`config.mk`:
```
export PLATFORM = sky130hd
export DESIGN_NAME = grst_arbiter
export DESIGN_NICKNAME = d
export VERILOG_FILES = /design/src/rtl/grst_arb_pkg.sv /design/src/rtl/grst_mode_bank.sv /design/src/rtl/grst_pulse_gen.sv /design/src/rtl/grst_cause_flags.sv /design/src/rtl/grst_arbiter.sv
export SDC_FILE = /design/constraint.sdc
export NUM_CORES = 1
export LEC_CHECK = 0
export ABC_AREA = 1
export BUFFER_PORTS_ARGS = -buffer_cell sky130_fd_sc_hd__buf_2
export CAP_MARGIN = 10
export CORE_ASPECT_RATIO = 0.75
export CORE_MARGIN = 2
export CORE_UTILIZATION = 50
export CTS_BUF_LIST = sky130_fd_sc_hd__clkbuf_4
export DETAILED_ROUTE_END_ITERATION = 8
export PLACE_DENSITY_LB_ADDON = 0.3
export SLEW_MARGIN = 10
export SYNTH_ARGS = -nofsm -noshare
export SYNTH_HDL_FRONTEND = slang
export SYNTH_SLANG_ARGS = --single-unit
export TNS_END_PERCENT = 50
```
`constraint.sdc`:
```
create_clock -name clk -period 2.09 [get_ports clk]
set_input_delay 0.209 -clock clk [delete_from_list [all_inputs] [get_ports clk]]
set_output_delay 0.209 -clock clk [all_outputs]
set_load 0.05 [all_outputs]
```
`src/rtl/grst_arb_pkg.sv`:
```
package grst_arb_pkg;
   localparam int unsigned MAX_SRC = 11;
   localparam int unsigned MODE_W  = 2;
   localparam int unsigned HALF_W  = 15;
   localparam int unsigned STAT_W  = 32;
   localparam int unsigned B_BASE  = 16;

   typedef enum logic [MODE_W-1:0] {
      MODE_FIRE  = 2'd0,
      MODE_HOLD1 = 2'd1,
      MODE_HOLD2 = 2'd2,
      MODE_MUTE  = 2'd3
   } src_mode_e;

   // position of a source's flag in the core A half
   function automatic int unsigned flag_pos_a(input int unsigned s);
      case (s)
         0:       return 5;
         1:       return 8;
         2:       return 9;
         3:       return 12;
         4:       return 2;
         5:       return 11;
         6:       return 1;
         7:       return 10;
         8:       return 3;
         9:       return 7;
         default: return 13;
      endcase
   endfunction

   // core B sees own/other swapped relative to core A
   function automatic int unsigned mirror_pos(input int unsigned p);
      case (p)
         1:       return 11;
         11:      return 1;
         2:       return 12;
         12:      return 2;
         default: return p;
      endcase
   endfunction

   function automatic logic [STAT_W-1:0] flag_bits(input int unsigned s);
      logic [STAT_W-1:0] v;
      v = '0;
      v[flag_pos_a(s)] = 1'b1;
      v[B_BASE + mirror_pos(flag_pos_a(s))] = 1'b1;
      return v;
   endfunction

   function automatic logic [STAT_W-1:0] live_bits(input int unsigned n);
      logic [STAT_W-1:0] v;
      v = '0;
      for (int unsigned k = 0; k < n; k++) v |= flag_bits(k);
      return v;
   endfunction
endpackage

```
`src/rtl/grst_mode_bank.sv`:
```
module grst_mode_bank
   import grst_arb_pkg::*;
#(
   parameter int unsigned NUM_SRC = 11,
   localparam int unsigned FIELD_BITS = NUM_SRC * MODE_W
) (
   input  logic                  clk,
   input  logic                  por_n,
   input  logic                  wr_en,
   input  logic [FIELD_BITS-1:0] wdata,
   output logic [FIELD_BITS-1:0] rdata,
   input  logic [NUM_SRC-1:0]    req,
   output logic [NUM_SRC-1:0]    hit
);
   for (genvar k = 0; k < NUM_SRC; k++) begin : g_field
      logic [MODE_W-1:0] field_q;

      always_ff @(posedge clk or negedge por_n) begin
         if (!por_n)     field_q <= MODE_MUTE;
         else if (wr_en) field_q <= wdata[k*MODE_W +: MODE_W];
      end

      assign rdata[k*MODE_W +: MODE_W] = field_q;
      assign hit[k] = req[k] && (src_mode_e'(field_q) == MODE_FIRE);

      // only a field of 0 lets a request through
      a_r3_hit_only_fire: assert property (@(posedge clk) disable iff (!por_n)
         hit[k] |-> (rdata[k*MODE_W +: MODE_W] == 2'd0));
   end

   // register holds its value when not written
   a_r1_hold: assert property (@(posedge clk) disable iff (!por_n)
      !wr_en |=> $stable(rdata));
   // a write is visible on the next cycle
   a_r1_write: assert property (@(posedge clk) disable iff (!por_n)
      wr_en |=> (rdata == $past(wdata)));
endmodule

```
`src/rtl/grst_pulse_gen.sv`:
```
module grst_pulse_gen #(
   parameter int unsigned GRST_CYCLES = 16,
   localparam int unsigned CNT_W = $clog2(GRST_CYCLES + 1)
) (
   input  logic clk,
   input  logic por_n,
   input  logic trig,
   output logic active
);
   logic [CNT_W-1:0] cnt_q;

   always_ff @(posedge clk or negedge por_n) begin
      if (!por_n)              cnt_q <= '0;
      else if (cnt_q != '0)    cnt_q <= cnt_q - 1'b1;
      else if (trig)           cnt_q <= CNT_W'(GRST_CYCLES);
   end

   assign active = (cnt_q != '0);

   // counter never exceeds the configured length
   a_r4_bounded: assert property (@(posedge clk) disable iff (!por_n)
      cnt_q <= CNT_W'(GRST_CYCLES));
   // a running pulse only counts down, never reloads
   a_r5_no_extend: assert property (@(posedge clk) disable iff (!por_n)
      (cnt_q != '0) |=> (cnt_q == $past(cnt_q) - 1'b1));
   // a pulse starts only from a sampled trigger
   a_r2_rise_cause: assert property (@(posedge clk) disable iff (!por_n)
      $rose(active) |-> $past(trig));
endmodule

```
`src/rtl/grst_cause_flags.sv`:
```
module grst_cause_flags
   import grst_arb_pkg::*;
#(
   parameter int unsigned NUM_SRC = 11
) (
   input  logic              clk,
   input  logic              por_n,
   input  logic [NUM_SRC-1:0] hit,
   input  logic              clr_en,
   input  logic [STAT_W-1:0] clr_mask,
   output logic [STAT_W-1:0] stat
);
   localparam logic [STAT_W-1:0] LIVE = live_bits(NUM_SRC);

   logic [STAT_W-1:0] set_vec;
   logic [STAT_W-1:0] stat_q;

   always_comb begin
      set_vec = '0;
      for (int unsigned k = 0; k < NUM_SRC; k++)
         if (hit[k]) set_vec |= flag_bits(k);
   end

   always_ff @(posedge clk or negedge por_n) begin
      if (!por_n) stat_q <= '0;
      else        stat_q <= (stat_q & ~(clr_en ? clr_mask : '0)) | set_vec;
   end

   assign stat = stat_q;

   // masked flags are gone after a clear unless freshly set
   a_r9_clear: assert property (@(posedge clk) disable iff (!por_n)
      clr_en |=> ((stat & $past(clr_mask) & ~$past(set_vec)) == '0));
   // without a clear, no flag ever drops
   a_r10_sticky: assert property (@(posedge clk) disable iff (!por_n)
      !clr_en |=> ((stat & $past(stat)) == $past(stat)));
   // unused positions stay zero
   a_r10_reserved: assert property (@(posedge clk) disable iff (!por_n)
      (stat & ~LIVE) == '0);
endmodule

```
`src/rtl/grst_arbiter.sv`:
```
module grst_arbiter
   import grst_arb_pkg::*;
#(
   parameter int unsigned NUM_SRC     = 11,
   parameter int unsigned GRST_CYCLES = 16,
   localparam int unsigned FIELD_BITS = NUM_SRC * MODE_W
) (
   input  logic                  clk,
   input  logic                  por_n,
   input  logic [NUM_SRC-1:0]    src_req,
   input  logic                  mode_we,
   input  logic [FIELD_BITS-1:0] mode_wdata,
   output logic [FIELD_BITS-1:0] mode_rdata,
   input  logic                  clr_we,
   input  logic [STAT_W-1:0]     clr_mask,
   output logic [STAT_W-1:0]     cause_stat,
   output logic                  reset_out
);
   if (NUM_SRC < 1 || NUM_SRC > MAX_SRC) begin : g_bad_src
      $error("NUM_SRC must be between 1 and %0d", MAX_SRC);
   end
   if (GRST_CYCLES < 1) begin : g_bad_len
      $error("GRST_CYCLES must be at least 1");
   end

   logic [NUM_SRC-1:0] hit;

   grst_mode_bank #(.NUM_SRC(NUM_SRC)) u_modes (
      .clk   (clk),
      .por_n (por_n),
      .wr_en (mode_we),
      .wdata (mode_wdata),
      .rdata (mode_rdata),
      .req   (src_req),
      .hit   (hit)
   );

   grst_pulse_gen #(.GRST_CYCLES(GRST_CYCLES)) u_pulse (
      .clk    (clk),
      .por_n  (por_n),
      .trig   (|hit),
      .active (reset_out)
   );

   grst_cause_flags #(.NUM_SRC(NUM_SRC)) u_flags (
      .clk      (clk),
      .por_n    (por_n),
      .hit      (hit),
      .clr_en   (clr_we),
      .clr_mask (clr_mask),
      .stat     (cause_stat)
   );

   // any enabled request leaves at least one flag per core behind
   a_r8_flags_follow: assert property (@(posedge clk) disable iff (!por_n)
      (|hit) |=> ((cause_stat[HALF_W-1:0] != '0) && (cause_stat[B_BASE +: HALF_W] != '0)));
endmodule

```
# [Word level (Yosys, flattened, before mapping)]
# Cells that the tools add are included.
[classes] n_addsub=12 n_eq_ne=44 n_reduce_logical=47 muxes=91 bitwise=24 order_cmp=44
[ops] operator="$pmux 32 s4" count=11
[ops] operator="$mux 32" count=34
[ops] operator="$eq 32x4->1 const B" count=22
[ops] operator="$ge 32x1->1 const B" count=22
[ops] operator="$lt 32x6->1 const B" count=22
[ops] operator="$or 32x32->32" count=22
[ops] operator="$add 5x32->32 const A" count=11
[ops] operator="$eq 32x1->1 const B" count=11
[ops] operator="$eq 32x2->1 const B" count=11
[ops] operator="$demux 1 s5" count=22
[ops] operator="$logic_and 1x1->1" count=33
[ops] operator="$and 32x32->32" count=1
[ops] operator="$not 32->32" count=1
[ops] operator="$logic_not 2->1" count=11
[ops] operator="$mux 1" count=22
[ops] operator="$reduce_or 11->1" count=1
[ops] operator="$mux 5" count=2
[ops] operator="$reduce_bool 5->1" count=1
[ops] operator="$sub 5x1->5 const B" count=1
[ops] operator="$reduce_bool 2->1" count=1
[totals] in_bits=69 out_inout_bits=55 elab_cells=275 register_bits=59

# [Logic depth before layout (Yosys ltp)]
[logic_depth] depth_word=34 mapped_depth=8 depth_no_buf=8

# [Cells and area by module]
# From an unflattened synthesis, not the netlist that was laid out.
[hier_totals] hier_cells=293 area_unflattened_um2=2506.2
[by_module_without_submodules] module="grst_cause_flags" cells_each=122 seq_area_each_um2=800.8 instances=1 area_per_inst_um2=1192.4
[by_module_without_submodules] module="grst_mode_bank" cells_each=126 seq_area_each_um2=578.1 instances=1 area_per_inst_um2=991.0
[by_module_without_submodules] module="grst_pulse_gen" cells_each=34 seq_area_each_um2=125.1 instances=1 area_per_inst_um2=279.0
[by_module_without_submodules] module="grst_arbiter" cells_each=11 seq_area_each_um2=0.0 instances=1 area_per_inst_um2=43.8

# [Least setup slack after synthesis]
# Ideal clock, no wire load.
[synth_timing] path_type="register -> register" startpoint="reg u_modes.g_field[7].field_q[0]" endpoint="reg u_pulse.cnt_q[4]" arrival_time_ns=1.229 setup_slack_ns=0.735 required_ns=1.964 path_stages_with_launch=6 period_less_slack_ns=1.355 setup_time_ns=0.126 path_buffers=0 cell_sequence="dfstp_2 inv_1 nand3_1 nand2_1 nor3_4 a21boi_1"
[synth_between] elab_chain_len=4
[synth_lines] element="start, declared" line_no="grst_mode_bank.sv:16" source="logic [MODE_W-1:0] field_q;"
[synth_lines] element="start signal, assigned" line_no="grst_mode_bank.sv:20" source="else if (wr_en) field_q <= wdata[k*MODE_W +: MODE_W];"
[synth_lines] element="$logic_not 2->1" line_no="grst_mode_bank.sv:24" source="assign hit[k] = req[k] && (src_mode_e'(field_q) == MODE_FIRE);"
[synth_lines] element="$logic_and 1x1->1" line_no="grst_mode_bank.sv:24"
[synth_lines] element="$reduce_or 11->1" line_no="grst_arbiter.sv:41" source=".trig (|hit),"
[synth_lines] element="$reduce_bool 2->1 (no source line)"
[synth_lines] element="end signal, assigned" line_no="grst_pulse_gen.sv:14" source="else if (cnt_q != '0) cnt_q <= cnt_q - 1'b1;"
[synth_lines] element="end signal, assigned" line_no="grst_pulse_gen.sv:15" source="else if (trig) cnt_q <= CNT_W'(GRST_CYCLES);"
[synth_lines] element="end, declared" line_no="grst_pulse_gen.sv:10" source="logic [CNT_W-1:0] cnt_q;"
# No other way between the ends.
# A chain may end at the register's enable or synchronous reset.

# [Worst setup path in the final report]
[layout_timing] startpoint="reg u_pulse.cnt_q[0]" endpoint="out reset_out"
[layout_between] elab_chain_len=1
[layout_lines] element="$reduce_bool 5->1" line_no="grst_pulse_gen.sv:18" source="assign active = (cnt_q != '0);"
[layout_lines] element="end, declared" line_no="grst_arbiter.sv:17" source="output logic reset_out"
# No other way between the ends.

==> results.md <==
* Worst Path Required at 1880 ps
* RSZ-0062 raised after global routing: false
* Post-synthesis sequential area ratio at 0.618
* Total grt overflow at 0
* Vias per cell at 4.82
* H-tree levels at 3
* CTS Buffer Depth at 2
* Adder-Cell Fraction of Synth Area at 0.00514
* Design Area, Final at 0.00343 mm^2
* Port Buffers at 123
* Post-CTS setup buffer count at 0
* Die Span Y at 64.4 um
* First drt pass iteration count at 4
* Post-synthesis register bit count at 59
* Async SR Flop Fraction at 1.00
* CTS Buf Count at 9
* Die Area at 0.00545 mm^2
* Commonest cells in the netlist: 103 x nand2_1, 37 x dfrtp_1, 27 x inv_1
* Clk pwr share at 0.231
* Worst skew pair latency at 390 ps
* Post-synthesis mux area share at 0.00925
* Layout area overhead at 41.1%
* Fin. Hold Viols at 0
* Routed Antenna Nets at 0
* Mapped cell area at 0.00243 mm^2
* Compound-gate portion of the synthesized area at 0.0751
* Sw frac at 0.381
* Count leader, synth: nand2_1
* EDFF count, synth at 0
* Max-Cap Viols at 0
* DP HPWL at 4700 um
* Endpoint class of the critical path: output port
* Row cnt at 21
* Comb power frac at 0.330
* Vias in the first global route at 2,121
* CTS tree: done
* Crit share post-route at 0.820
* Post-cts resize count at 0
* GPL Wtd Cong at 0.810
* Count of different cell masters after synthesis at 23
* Post-synthesis xor/xnor area fraction at 0.00360
* Largest family of logic cells by synthesized area: simple AND/OR/NAND/NOR gates
* Crit Path Max Fanout at 6
* WS Path Type: reg2out
* Min-Delay Path Class: in2reg
* Measured slew at the worst slew-check pin at 546 ps
* Drt first-iter violations at 105
* CP Launch Type: register
* Status: complete, no violations
* Peak VDD IR at 0.000719 V
* Fraction of layout cells with a size suffix above 1 at 0.415
* Ranking of synthesized cells by area: dfrtp_1 38%, dfstp_2 24%, nand2_1 16%, inv_1 4.2%, o21ai_0 3.3%
* Reg clk slew, reported paths at 90 ps
* Ports at 124
* PwrDens at 956 mW/mm^2
* Initial Utilization at 0.532
* Setup Skew at 7.82 ps
* Finished Layout Cells at 470
* Ys flop type: dfrtp_1
* NetSw at 0.00125 W
* Reg power frac at 0.439
* Placed cell area at 0.00311 mm^2
* Hold_buf cts at 12
* Sum Neg Setup Slack at 0 ps
* TritonCTS Sinks at 59
* Area fraction of the dominant cell type after synthesis at 0.380
* Leak Pwr at 1.93 nW
* Period minus WS final at 1710 ps
* Crit path DAT at 1500 ps
* Endpoints failing setup at 0
* P_int at 0.00203 W
* Syn avg cell area at 9.36 um^2
* Max Slew Vio Count at 0
* DRC at 0
* DR WL/cell at 13.9 um
* Die Width at 84.6 um
* Nets@finish at 477
* Slew headroom at 0.636
* First-pass GRT wire length at 10,200 um
* Total track usage at 0.253
* Synth Area in Simple Gates at 0.231
* Post-synthesis cell count at 260
* Placed cells at 434
* Fmax at 583 MHz
* Fin util at 0.751
* Clk root buf: clkbuf_4
* Core footprint at 0.00457 mm^2
* WL final at 6540 um
* Post-Synthesis Net Count at 330
* Initial antenna violation count at 1
* Synthesis warning total at 0
* DR vias at 2,265
* Largest net degree at the start of global routing at 38
* Area leader, netlist: dfrtp_1
path summary, 6_finish.rpt:
kind	slack, ps	endpoint	start	depth (start not counted)
min in group asynchronous	340	u_flags.stat[27]	por_n	2
worst min-delay path	30	u_modes.g_field[4].field_q[0]	mode_wdata[8]	3
worst max-delay path	380	reset_out	u_pulse.cnt_q[0]	4
worst max register to register	760	u_pulse.cnt_q[1]	u_modes.g_field[10].field_q[0]	6
max in group asynchronous	1120	u_modes.g_field[0].field_q[1]	por_n	3
worst min register to register	480	u_flags.stat[19]	u_flags.stat[19]	2
area by class of cell:
cell class                      instances  area, um^2
Antenna cell                            1        2.50
Multi-Input combinational cell        165         790
Fill cell                             362        1140
Sequential cell                        59        1500
Inverter                               28         105
Tap cell                               57        71.3
Timing Repair Buffer                  144         833
Clock buffer                           11        82.6
Clock inverter                          5        46.3
power groups by stage:
stage / logic (W) / registers, W / clock network [W]
2_1_floorplan: 0.000360 / 0.00186 / 0
3_3_place_gp: 0.00103 / 0.00145 / 0
3_5_place_dp: 0.00106 / 0.00145 / 0
4_1_cts: 0.00108 / 0.00144 / 0.000781
5_1_grt: 0.00117 / 0.00146 / 0.000852
6_report: 0.00108 / 0.00144 / 0.000758
stage by stage:
stage	worst slack (ps)	hold WS, ps	total power [W]
3_5_place_dp	793	224	0.00252
4_1_cts	354	0.578	0.00330
5_1_grt	238	0.685	0.00349
3_3_place_gp	825	224	0.00249
6_report	376	31.0	0.00328
2_1_floorplan	735	-86.6	0.00222
cell usage in the layout (no fill, tap or decap):
cell,count
nor3_2,1
dfstp_2,22
dfrtp_1,37
mux2_2,2
clkinv_1,3
buf_4,1
buf_2,123
a21boi_0,10
diode_2,1
nor2_1,3
nand3_4,1
dlygate4sd3_1,19
clkinv_2,1
bufinv_16,1
o21ai_1,4
xnor2_1,1
nand2_1,103
nor3_4,1
nand2_2,1
nand3_1,15
clkbuf_4,11
a21boi_1,1
ha_1,1
inv_2,1
nor2_4,2
o21ai_0,16
buf_12,1
inv_1,27
or2_2,2
nor3_1,1
cell families after synthesis:
family	after synthesis
simple gates	130
flops	59
buf+inv	36
compound gates	31
mux	2
xor+xnor	1
fa+ha+maj	1
metal layers:
| metal | share of wire | global-route usage | up-vias |
|---|---|---|---|
| li1 | - | - | 1103 |
| met1 | 0.41 | 0.305 | 1030 |
| met2 | 0.48 | 0.410 | 118 |
| met3 | 0.092 | 0.113 | 14 |
| met4 | 0.024 | 0.0794 | 0 |
| met5 | 0 | 0 | - |
critical path, stage by stage, from the launching register on:
cell and delay, ps:
dfrtp_1 380, inv_1 70, ha_1 260, nand3_4 140, buf_2 280
registers in the layout, summed over array words and instances (netlist names):
name and cells:
u_pulse.cnt_q 5, u_modes.g_field.field_q 22, u_flags.stat 32
Note: power is estimated with default switching activity, not from simulation.
